--- config.mk ---
export PLATFORM = sky130hd
export DESIGN_NAME = io_bit_ctrl
export DESIGN_NICKNAME = d
export VERILOG_FILES = /design/src/rtl/io_ctl_pkg.sv /design/src/rtl/io_addr_decode.sv /design/src/rtl/io_latch_bank.sv /design/src/rtl/io_read_mux.sv /design/src/rtl/io_bit_ctrl.sv
export SDC_FILE = /design/constraint.sdc
export NUM_CORES = 1
export LEC_CHECK = 0
export BUFFER_PORTS_ARGS = -buffer_cell sky130_fd_sc_hd__buf_2
export CAP_MARGIN = 10
export CORE_MARGIN = 2
export CORE_UTILIZATION = 40
export DETAILED_ROUTE_END_ITERATION = 8
export PLACE_DENSITY = 0.8
export SLEW_MARGIN = 20
export SYNTH_ARGS = -nofsm -noshare
export SYNTH_HDL_FRONTEND = slang
export SYNTH_SLANG_ARGS = --single-unit
--- constraint.sdc ---
create_clock -name clk -period 1.55 [get_ports clk]
set_clock_uncertainty 0.1 [all_clocks]
set_input_delay 0.0775 -clock clk [delete_from_list [all_inputs] [get_ports clk]]
set_output_delay 0.0775 -clock clk [all_outputs]
set_load 0.005 [all_outputs]
--- src/rtl/io_ctl_pkg.sv ---
package io_ctl_pkg;
   localparam int SLOT_W = 3;
   localparam int SLOTS  = 2 ** SLOT_W;

   typedef enum logic [1:0] {
      RGN_NONE = 2'd0,
      RGN_KBD  = 2'd1,
      RGN_HEX  = 2'd2
   } region_e;

   typedef struct packed {
      region_e             rgn;
      logic [SLOT_W-1:0]   slot;
   } decode_t;
endpackage

--- src/rtl/io_addr_decode.sv ---
module io_addr_decode
   import io_ctl_pkg::*;
#(
   parameter int                ADDR_W        = 16,
   parameter int                KBD_SPAN_LOG2 = 11,
   parameter logic [ADDR_W-1:0] KBD_BASE      = 16'hE000,
   parameter logic [ADDR_W-1:0] HEX_BASE      = 16'hE800
) (
   input  logic [ADDR_W-1:0] addr,
   output decode_t           dec
);
   localparam int HEX_LO = SLOT_W + 1;

   if (KBD_SPAN_LOG2 <= SLOT_W || KBD_SPAN_LOG2 >= ADDR_W) begin : g_bad_span
      $error("KBD_SPAN_LOG2 out of range");
   end

   logic kbd_hit;
   logic hex_hit;

   assign kbd_hit = addr[ADDR_W-1:KBD_SPAN_LOG2] == KBD_BASE[ADDR_W-1:KBD_SPAN_LOG2];
   assign hex_hit = addr[ADDR_W-1:HEX_LO] == HEX_BASE[ADDR_W-1:HEX_LO];

   always_comb begin
      dec.slot = addr[SLOT_W:1];
      if (kbd_hit)      dec.rgn = RGN_KBD;
      else if (hex_hit) dec.rgn = RGN_HEX;
      else              dec.rgn = RGN_NONE;
   end
endmodule

--- src/rtl/io_latch_bank.sv ---
module io_latch_bank
   import io_ctl_pkg::*;
#(
   parameter int ROWS       = 6,
   parameter int HEX_DATA_W = 4
) (
   input  logic                  clk,
   input  logic                  rst_n,
   input  logic                  wstrobe,
   input  logic                  wdata,
   input  decode_t               dec,
   output logic [ROWS-1:0]       rows,
   output logic                  video_en,
   output logic [HEX_DATA_W-1:0] hex_dout,
   output logic                  hsk_o,
   output logic                  bav_o,
   output logic                  inh_o,
   output logic                  tape_o
);
   localparam int VID_SLOT  = SLOTS - 1;
   localparam int HSK_SLOT  = HEX_DATA_W;
   localparam int BAV_SLOT  = HEX_DATA_W + 1;
   localparam int INH_SLOT  = HEX_DATA_W + 2;
   localparam int TAPE_SLOT = HEX_DATA_W + 3;

   if (ROWS < 1 || ROWS > SLOTS - 1) begin : g_bad_rows
      $error("ROWS must leave the last slot for video enable");
   end
   if (HEX_DATA_W < 1 || HEX_DATA_W + 4 > SLOTS) begin : g_bad_hex
      $error("HEX_DATA_W does not fit the peripheral window");
   end

   logic wr_kbd;
   logic wr_hex;

   assign wr_kbd = wstrobe && (dec.rgn == RGN_KBD);
   assign wr_hex = wstrobe && (dec.rgn == RGN_HEX);

   for (genvar i = 0; i < ROWS; i++) begin : g_row
      always_ff @(posedge clk or negedge rst_n) begin
         if (!rst_n)                                         rows[i] <= 1'b0;
         else if (wr_kbd && dec.slot == SLOT_W'(i))          rows[i] <= wdata;
      end

      assert_row_write_R2: assert property (@(posedge clk) disable iff (!rst_n)
         (wstrobe && dec.rgn == RGN_KBD && dec.slot == SLOT_W'(i)) |=> (rows[i] == $past(wdata)));
   end

   always_ff @(posedge clk or negedge rst_n) begin
      if (!rst_n)                                            video_en <= 1'b0;
      else if (wr_kbd && dec.slot == SLOT_W'(VID_SLOT))      video_en <= wdata;
   end

   for (genvar j = 0; j < HEX_DATA_W; j++) begin : g_hex
      always_ff @(posedge clk or negedge rst_n) begin
         if (!rst_n)                                         hex_dout[j] <= 1'b0;
         else if (wr_hex && dec.slot == SLOT_W'(j))          hex_dout[j] <= wdata;
      end
   end

   always_ff @(posedge clk or negedge rst_n) begin
      if (!rst_n) begin
         hsk_o  <= 1'b0;
         bav_o  <= 1'b0;
         inh_o  <= 1'b0;
         tape_o <= 1'b0;
      end else if (wr_hex) begin
         if (dec.slot == SLOT_W'(HSK_SLOT))  hsk_o  <= wdata;
         if (dec.slot == SLOT_W'(BAV_SLOT))  bav_o  <= wdata;
         if (dec.slot == SLOT_W'(INH_SLOT))  inh_o  <= wdata;
         if (dec.slot == SLOT_W'(TAPE_SLOT)) tape_o <= wdata;
      end
   end

   logic [ROWS+HEX_DATA_W+4:0] all_q;
   assign all_q = {rows, video_en, hex_dout, hsk_o, bav_o, inh_o, tape_o};

   assert_hold_no_strobe_R11: assert property (@(posedge clk) disable iff (!rst_n)
      !wstrobe |=> $stable(all_q));

   assert_video_write_R4: assert property (@(posedge clk) disable iff (!rst_n)
      (wstrobe && dec.rgn == RGN_KBD && dec.slot == SLOT_W'(VID_SLOT)) |=> (video_en == $past(wdata)));

   assert_spare_slot_ignored_R3: assert property (@(posedge clk) disable iff (!rst_n)
      (wstrobe && dec.rgn == RGN_KBD && dec.slot >= SLOT_W'(ROWS) && dec.slot != SLOT_W'(VID_SLOT))
      |=> $stable(all_q));

   assert_unmapped_write_R9: assert property (@(posedge clk) disable iff (!rst_n)
      (dec.rgn == RGN_NONE) |=> $stable(all_q));

   assert_inhibit_write_R7: assert property (@(posedge clk) disable iff (!rst_n)
      (wstrobe && dec.rgn == RGN_HEX && dec.slot == SLOT_W'(INH_SLOT)) |=> (inh_o == $past(wdata)));
endmodule

--- src/rtl/io_read_mux.sv ---
module io_read_mux
   import io_ctl_pkg::*;
#(
   parameter int HEX_DATA_W = 4
) (
   input  decode_t               dec,
   input  logic [SLOTS-1:0]      kbd_cols,
   input  logic [HEX_DATA_W-1:0] hex_din,
   input  logic                  hsk_i,
   input  logic                  bav_i,
   input  logic                  tape_i,
   output logic                  rdata
);
   localparam int HSK_SLOT  = HEX_DATA_W;
   localparam int BAV_SLOT  = HEX_DATA_W + 1;
   localparam int TAPE_SLOT = HEX_DATA_W + 3;

   logic hex_bit;

   always_comb begin
      hex_bit = 1'b1;
      if (int'(dec.slot) < HEX_DATA_W)              hex_bit = hex_din[dec.slot];
      else if (dec.slot == SLOT_W'(HSK_SLOT))       hex_bit = hsk_i;
      else if (dec.slot == SLOT_W'(BAV_SLOT))       hex_bit = bav_i;
      else if (dec.slot == SLOT_W'(TAPE_SLOT))      hex_bit = tape_i;
   end

   always_comb begin
      unique case (dec.rgn)
         RGN_KBD: rdata = kbd_cols[dec.slot];
         RGN_HEX: rdata = hex_bit;
         default: rdata = 1'b1;
      endcase
   end
endmodule

--- src/rtl/io_bit_ctrl.sv ---
module io_bit_ctrl
   import io_ctl_pkg::*;
#(
   parameter int ADDR_W        = 16,
   parameter int KBD_SPAN_LOG2 = 11,
   parameter int ROWS          = 6,
   parameter int HEX_DATA_W    = 4,
   parameter logic [ADDR_W-1:0] KBD_BASE = 16'hE000,
   parameter logic [ADDR_W-1:0] HEX_BASE = 16'hE800
) (
   input  logic                  clk,
   input  logic                  rst_n,
   input  logic [ADDR_W-1:0]     io_addr,
   input  logic                  io_wdata,
   input  logic                  io_wstrobe,
   output logic                  io_rdata,
   input  logic [SLOTS-1:0]      kbd_cols,
   output logic [ROWS-1:0]       kbd_rows,
   output logic                  video_en,
   output logic                  rom_bank,
   input  logic [HEX_DATA_W-1:0] hex_data_in,
   output logic [HEX_DATA_W-1:0] hex_data_out,
   input  logic                  hex_hsk_in,
   output logic                  hex_hsk_out,
   input  logic                  hex_bav_in,
   output logic                  hex_bav_out,
   output logic                  hex_inhibit,
   input  logic                  tape_in,
   output logic                  tape_out
);
   localparam int INH_SLOT = HEX_DATA_W + 2;

   decode_t dec;

   io_addr_decode #(
      .ADDR_W(ADDR_W), .KBD_SPAN_LOG2(KBD_SPAN_LOG2),
      .KBD_BASE(KBD_BASE), .HEX_BASE(HEX_BASE)
   ) u_decode (
      .addr(io_addr),
      .dec (dec)
   );

   io_latch_bank #(.ROWS(ROWS), .HEX_DATA_W(HEX_DATA_W)) u_latch (
      .clk     (clk),
      .rst_n   (rst_n),
      .wstrobe (io_wstrobe),
      .wdata   (io_wdata),
      .dec     (dec),
      .rows    (kbd_rows),
      .video_en(video_en),
      .hex_dout(hex_data_out),
      .hsk_o   (hex_hsk_out),
      .bav_o   (hex_bav_out),
      .inh_o   (hex_inhibit),
      .tape_o  (tape_out)
   );

   io_read_mux #(.HEX_DATA_W(HEX_DATA_W)) u_rmux (
      .dec     (dec),
      .kbd_cols(kbd_cols),
      .hex_din (hex_data_in),
      .hsk_i   (hex_hsk_in),
      .bav_i   (hex_bav_in),
      .tape_i  (tape_in),
      .rdata   (io_rdata)
   );

   assign rom_bank = kbd_rows[0];

   assert_bank_moves_on_row0_R10: assert property (@(posedge clk) disable iff (!rst_n)
      !$stable(rom_bank) |-> $past(io_wstrobe && dec.rgn == RGN_KBD && dec.slot == '0));

   assert_unmapped_reads_one_R9: assert property (@(posedge clk) disable iff (!rst_n)
      (dec.rgn == RGN_NONE) |-> io_rdata);

   assert_inhibit_reads_one_R8: assert property (@(posedge clk) disable iff (!rst_n)
      (dec.rgn == RGN_HEX && dec.slot == SLOT_W'(INH_SLOT)) |-> io_rdata);
endmodule

; Word level (Yosys, flattened, before mapping)
; Index checks and enable logic that the tools add are counted.
[totals]
ff_bits = 15
latchBits = 0
ramBits = 0
romBits = 0
in_bits = 35
mem_count = 0
[op_classes]
n_addsub = 0
mul = 0
n_div = 0
order_cmp = 3
eq_ne = 11
n_shift = 0
mux = 11
bitwise = 0
reduce_logical = 18
[op_table]
columns = op, count
row1 = logical AND 1 bit, 13
row2 = "== test 12 bit, second input constant", 1
row3 = "== test 3 bit, second input constant", 4
row4 = AND reduction 2 bit, 4
row5 = "== test 3 x 2 -> 1 bit, second input constant", 2
row6 = "< comparator 3 bit, second input constant", 2
row7 = two-way mux 1 bit, 6
row8 = "== test 5 bit, second input constant", 1
row9 = "< comparator 3 x 4 -> 1 bit, second input constant", 1
row10 = two-way mux 2 bit, 2
row11 = binary-select mux 1 bit (select 3 bit), 1
row12 = "== test 3 x 1 -> 1 bit, second input constant", 1
row13 = logical NOT 3 bit, 1
row14 = binary-select mux 1 bit (select 2 bit), 1
row15 = "== test 2 x 1 -> 1 bit, second input constant", 1
row16 = "== test 2 bit, second input constant", 1
row17 = one-hot mux 1 bit (2 select lines), 1

; Longest topological paths before layout
[logic_depth]
ltp_word = 6
depth_mapped = 5
mapped_depth_nobuf = 4

; Hierarchy
; Synthesis repeated with hierarchy kept, for this count alone.
[unflattened]
cells_unflattened = 86
hier_area_um2 = 965.9
[by_module_without_submodules]
columns = module, n_inst, cells_per_inst, area_per_inst_um2, seq_area_each_um2
row1 = io_latch_bank, 1, 58, 713.2, 375.4
row2 = io_read_mux, 1, 18, 175.2, 0.0
row3 = io_addr_decode, 1, 9, 70.1, 0.0
row4 = io_bit_ctrl, 1, 1, 7.5, 0.0

; Least setup slack after synthesis
; No wires, ideal clock.
[synth_path]
path_type = input-to-reg
from = input port io_addr[9]
to = register u_latch.hsk_o
setup_time_ps = 125
arrival_ps = 1147
setup_slack_ps = 178
cell_stages = 4
n_path_buf = 0
path_cell_list = nor4_1 nand4_1 nor3_1 mux2_2
[synth_via]
elab_chain_len = 6
[synth_lines]
columns = item, line
row1 = "start, declared", io_bit_ctrl.sv:13  ; input logic [ADDR_W-1:0] io_addr,
row2 = == test 12 bit, io_addr_decode.sv:22  ; assign hex_hit = addr[ADDR_W-1:HEX_LO] == HEX_BASE[ADDR_W-1:HEX_LO];
row3 = two-way mux 2 bit, io_addr_decode.sv:27  ; else if (hex_hit) dec.rgn = RGN_HEX;
row4 = two-way mux 2 bit, io_addr_decode.sv:26  ; if (kbd_hit) dec.rgn = RGN_KBD;
row5 = == test 2 bit, io_latch_bank.sv:37  ; assign wr_hex = wstrobe && (dec.rgn == RGN_HEX);
row6 = logical AND 1 bit, io_latch_bank.sv:37
row7 = AND reduction 2 bit (no source line), --
row8 = "end signal, assigned", io_latch_bank.sv:68  ; if (dec.slot == SLOT_W'(HSK_SLOT)) hsk_o <= wdata;
row9 = "end, declared", io_latch_bank.sv:15  ; output logic hsk_o,
; Every way passes these cells.
; A chain may end at the register's enable or synchronous reset.

; Worst setup path in the final report
[layout_path]
from = input port io_addr[1]
to = output port io_rdata
[layout_via]
elab_chain_len = 6
elab_cells_between_ends = 13
[layout_lines]
columns = item, line
row1 = == test 3 bit, io_read_mux.sv:25  ; else if (dec.slot == SLOT_W'(TAPE_SLOT)) hex_bit = tape_i;
row2 = two-way mux 1 bit, io_read_mux.sv:25
row3 = two-way mux 1 bit, io_read_mux.sv:24  ; else if (dec.slot == SLOT_W'(BAV_SLOT)) hex_bit = bav_i;
row4 = two-way mux 1 bit, io_read_mux.sv:23  ; else if (dec.slot == SLOT_W'(HSK_SLOT)) hex_bit = hsk_i;
row5 = two-way mux 1 bit, io_read_mux.sv:22  ; if (int'(dec.slot) < HEX_DATA_W) hex_bit = hex_din[dec.slot];
row6 = one-hot mux 1 bit (2 select lines) (*), io_read_mux.sv:29  ; unique case (dec.rgn)
row7 = "end, declared", io_bit_ctrl.sv:16  ; output logic io_rdata,
; Mark *: on every way between the ends. The rest lies on a longest branch, timed or not. The select of a mux whose other input is x is not followed.

==> out/qor.yml <==
critical_path:
  rr_startpoint: "u_latch.hex_dout[0]"
  crit_chain: "buf_8, mux4_2, or4_4, o221a_1, buf_2"
  cpPeakStageDelay_ns: 0.50
  critPathLaunch: "io_addr[1]"
  path_buf_inv: 2
  critPathKind: "in2out"
  crit_required_ns: 1.37
  path_max_fanout: 4
  worstSetupStartpointType: "primary input"
  arrival_ns: 1.33
  crit_family: "multiplexers"
  end_kind: "primary output"
  critPathSlowestCell: "mux4_2"
power:
  ir_drop_uv: 380.6
  p_leak_nw: 0.6461
  powerDensity_mw_per_mm2: 621.2
  sw_frac_of_total_pct: 24.59
  p_seq_share_pct: 52.7
  power.switching_w: 0.0001885
  total_power_w: 0.0007663
  pwr-share-comb_pct: 18.9
  pwr-share-clk_pct: 28.4
  intPower_w: 0.0005779
drt:
  vias: 810
  drc: 0
  top_layer: "met3"
  vias_per_cell: 5.063
  wl_per_cell_um: 13.84
  first_pass_iters: 4
  wl_met1_um: 891
  wl_met2_um: 1118
  drt_iter0_markers: 7
  wirelength_um: 2215
  dr_wl_met3_um: 204
  ant_nets: 0
die:
  initial_core_util_pct: 41.06
  core_mm2: 0.002148
  die_h_um: 50.96
  io_pins: 52
  die_x_um: 50.96
  die_area_mm2: 0.002597
  rows: 17
yosys:
  yosys_warnings: 0
  synthArstFlopShare_pct: 100.0
  synth_edf_count: 0
  synth_area_um2: 882.1
  yosys_register_bits: 15
  ys_seq_area_share_pct: 42.55
  synth_top_area_cell: "dfrtp_1"
  synth_ff_type: "dfrtp_1"
  synth_cells: 76
  syn_avg_cell_area_um2: 11.61
  synth_top_cell_area_share_pct: 42.55
  syn_nets: 111
  ys_types: 27
  synthTopCellsByArea: "dfrtp_1 (43%), mux2_2 (18%), mux4_2 (7.7%), nor2_1 (4.3%), nor4b_4 (2.7%)"
clocking:
  numCtsBuffers: 3
  insertion_delay_ns: 0.28
  cts_root_buf: "clkbuf_4"
  htree_levels: 1
  clk_pin_slew_ns: 0.09
  clock_path_buffers: 2
  cts_tree: "built"
  cts_sinks: 15
place:
  place.detailed.hpwl_um: 1803
  place_inst: 155
  gp_congestion: 0.7890
  numPortBuffers: 50
timing:
  hold_viol_final: 0
  slew-limit-headroom_pct: 77.75
  max_freq_mhz: 661.2
  worst_pin_slew_ns: 0.3337
  rsz0062_at_grt: "no"
  setup_tns_ns: 0
  fin_crit_sh_pct: 97.57
  final-max-slew-violation-count: 0
  finalSetupViolCount: 0
  post-route-min-period_ns: 1.512
grt:
  grt_pass1_vias: 811
  grtUsageTotal_pct: 18.11
  grt_pass1_wl_um: 3532
  grt_start_max_net_pins: 16
  grt-ovfl-total: 0
  antenna_found_initial: 0
layout:
  syn2layout_area_growth_pct: 39.86
  n_fill_cell: 191
  nets: 168
  antenna_cells: 0
  drive_above_1_share_pct: 59.85
  final_cell_count_no_fill: 160
run_status:
  outcome: "finished, final reports clean"
flow_run:
  drv_cap: 0
worst_hold_path:
  hp-start: "io_wdata"
  hold_path.class: "in2reg"
## layer usage
layer | vias to the layer above | global-route usage, %
met5 | - | 0
li1 | 397 | -
met3 | 0 | 2.632
met1 | 373 | 20.27
met4 | 0 | 8.108
met2 | 40 | 33.55
## stage by stage
| stage | area [um2] | util (%) | hold slack (ns) | setup WS, ns |
|---|---|---|---|---|
| after CTS | 1216 | 56.61 | 0.1052 | 0.005555 |
| final | 1234 | 57.43 | 0.1061 | 0.03767 |
| after detailed placement | 1177 | 54.80 | -0.09614 | -0.02780 |
| after global placement | 1177 | 54.80 | -0.1186 | 0.008155 |
| after floorplan | 882.1 | - | -0.3181 | 0.1779 |
| after global routing | 1234 | 57.43 | 0.1199 | 0.006156 |
## final cells by class
class                      instances  area (um2)  share of cell area [%]
tap                               28       35.03                   2.840
timing repair buffer              56       307.8                   24.95
inverter                           1       3.754                  0.3043
clock buffer                       4       26.28                   2.130
multi-input combinational         56       485.5                   39.35
sequential                        15       375.4                   30.43
## sequential cells by signal (all words and copies together) (netlist names)
| name | count |
|---|---|
| u_latch.rows | 6 |
| u_latch.hex_dout | 4 |
| u_latch.bav_o | 1 |
| u_latch.hsk_o | 1 |
| u_latch.inh_o | 1 |
| u_latch.tape_o | 1 |
| u_latch.video_en | 1 |
## synth_stat cells (2+ instances only)
cell type / count
mux2_2: 14
nor3_1: 4
mux2_1: 2
dfrtp_1: 15
nor4_1: 3
nand4_1: 2
mux4_2: 3
nand2b_1: 2
nor2_1: 10
nand2_1: 4
## power groups by stage
stage | clock (W) | combinational [W] | sequential (W)
after floorplan | 0 | 0.0000562 | 0.000413
after global placement | 0 | 0.000132 | 0.000411
after detailed placement | 0 | 0.000138 | 0.000412
after CTS | 0.000228 | 0.000142 | 0.000404
after global routing | 0.000236 | 0.000159 | 0.000405
final | 0.000218 | 0.000145 | 0.000404
## cell families after synthesis
| kind of cell | Yosys count | share of synthesized area, % |
|---|---|---|
| simple gates | 34 | 22.98 |
| flops | 15 | 42.55 |
| buf+inv | 5 | 3.545 |
| mux | 19 | 28.08 |
| compound gates | 3 | 2.836 |
## repair_timing
action                     in CTS  in global routing
hold endpoints to repair       15                  0
resized for setup               1                  4
setup endpoints to repair       1                  1
hold buffers                    1                  0
buffers inserted                0                  0
## cells in the final DEF (no fill, tap or decap), types with 2 or more instances in the layout
cell type  synthesis  routed
mux2_2            14      14
buf_4              1       5
mux4_2             3       3
clkbuf_4           0       3
nor2_1            10      10
nor4_1             3       3
buf_2              1      49
nand2b_1           2       2
nand2_1            4       4
dfrtp_1           15      15
nand4_1            2       2
mux2_1             2       2
nor3_1             4       4
## worst paths after layout
path | cells after the start | endpoint | slack [ns]
worst max-delay path | 5 | io_rdata | 0.04
worst min-delay path | 2 | u_latch.hex_dout[0] | 0.11
worst max register to register | 1 | u_latch.hex_dout[0] | 0.67
worst min register to register | 1 | u_latch.rows[4] | 0.40
max in group asynchronous | 2 | u_latch.rows[1] | 0.98
min in group asynchronous | 2 | u_latch.inh_o | 0.12
Note: power is estimated with default switching activity, not from simulation.
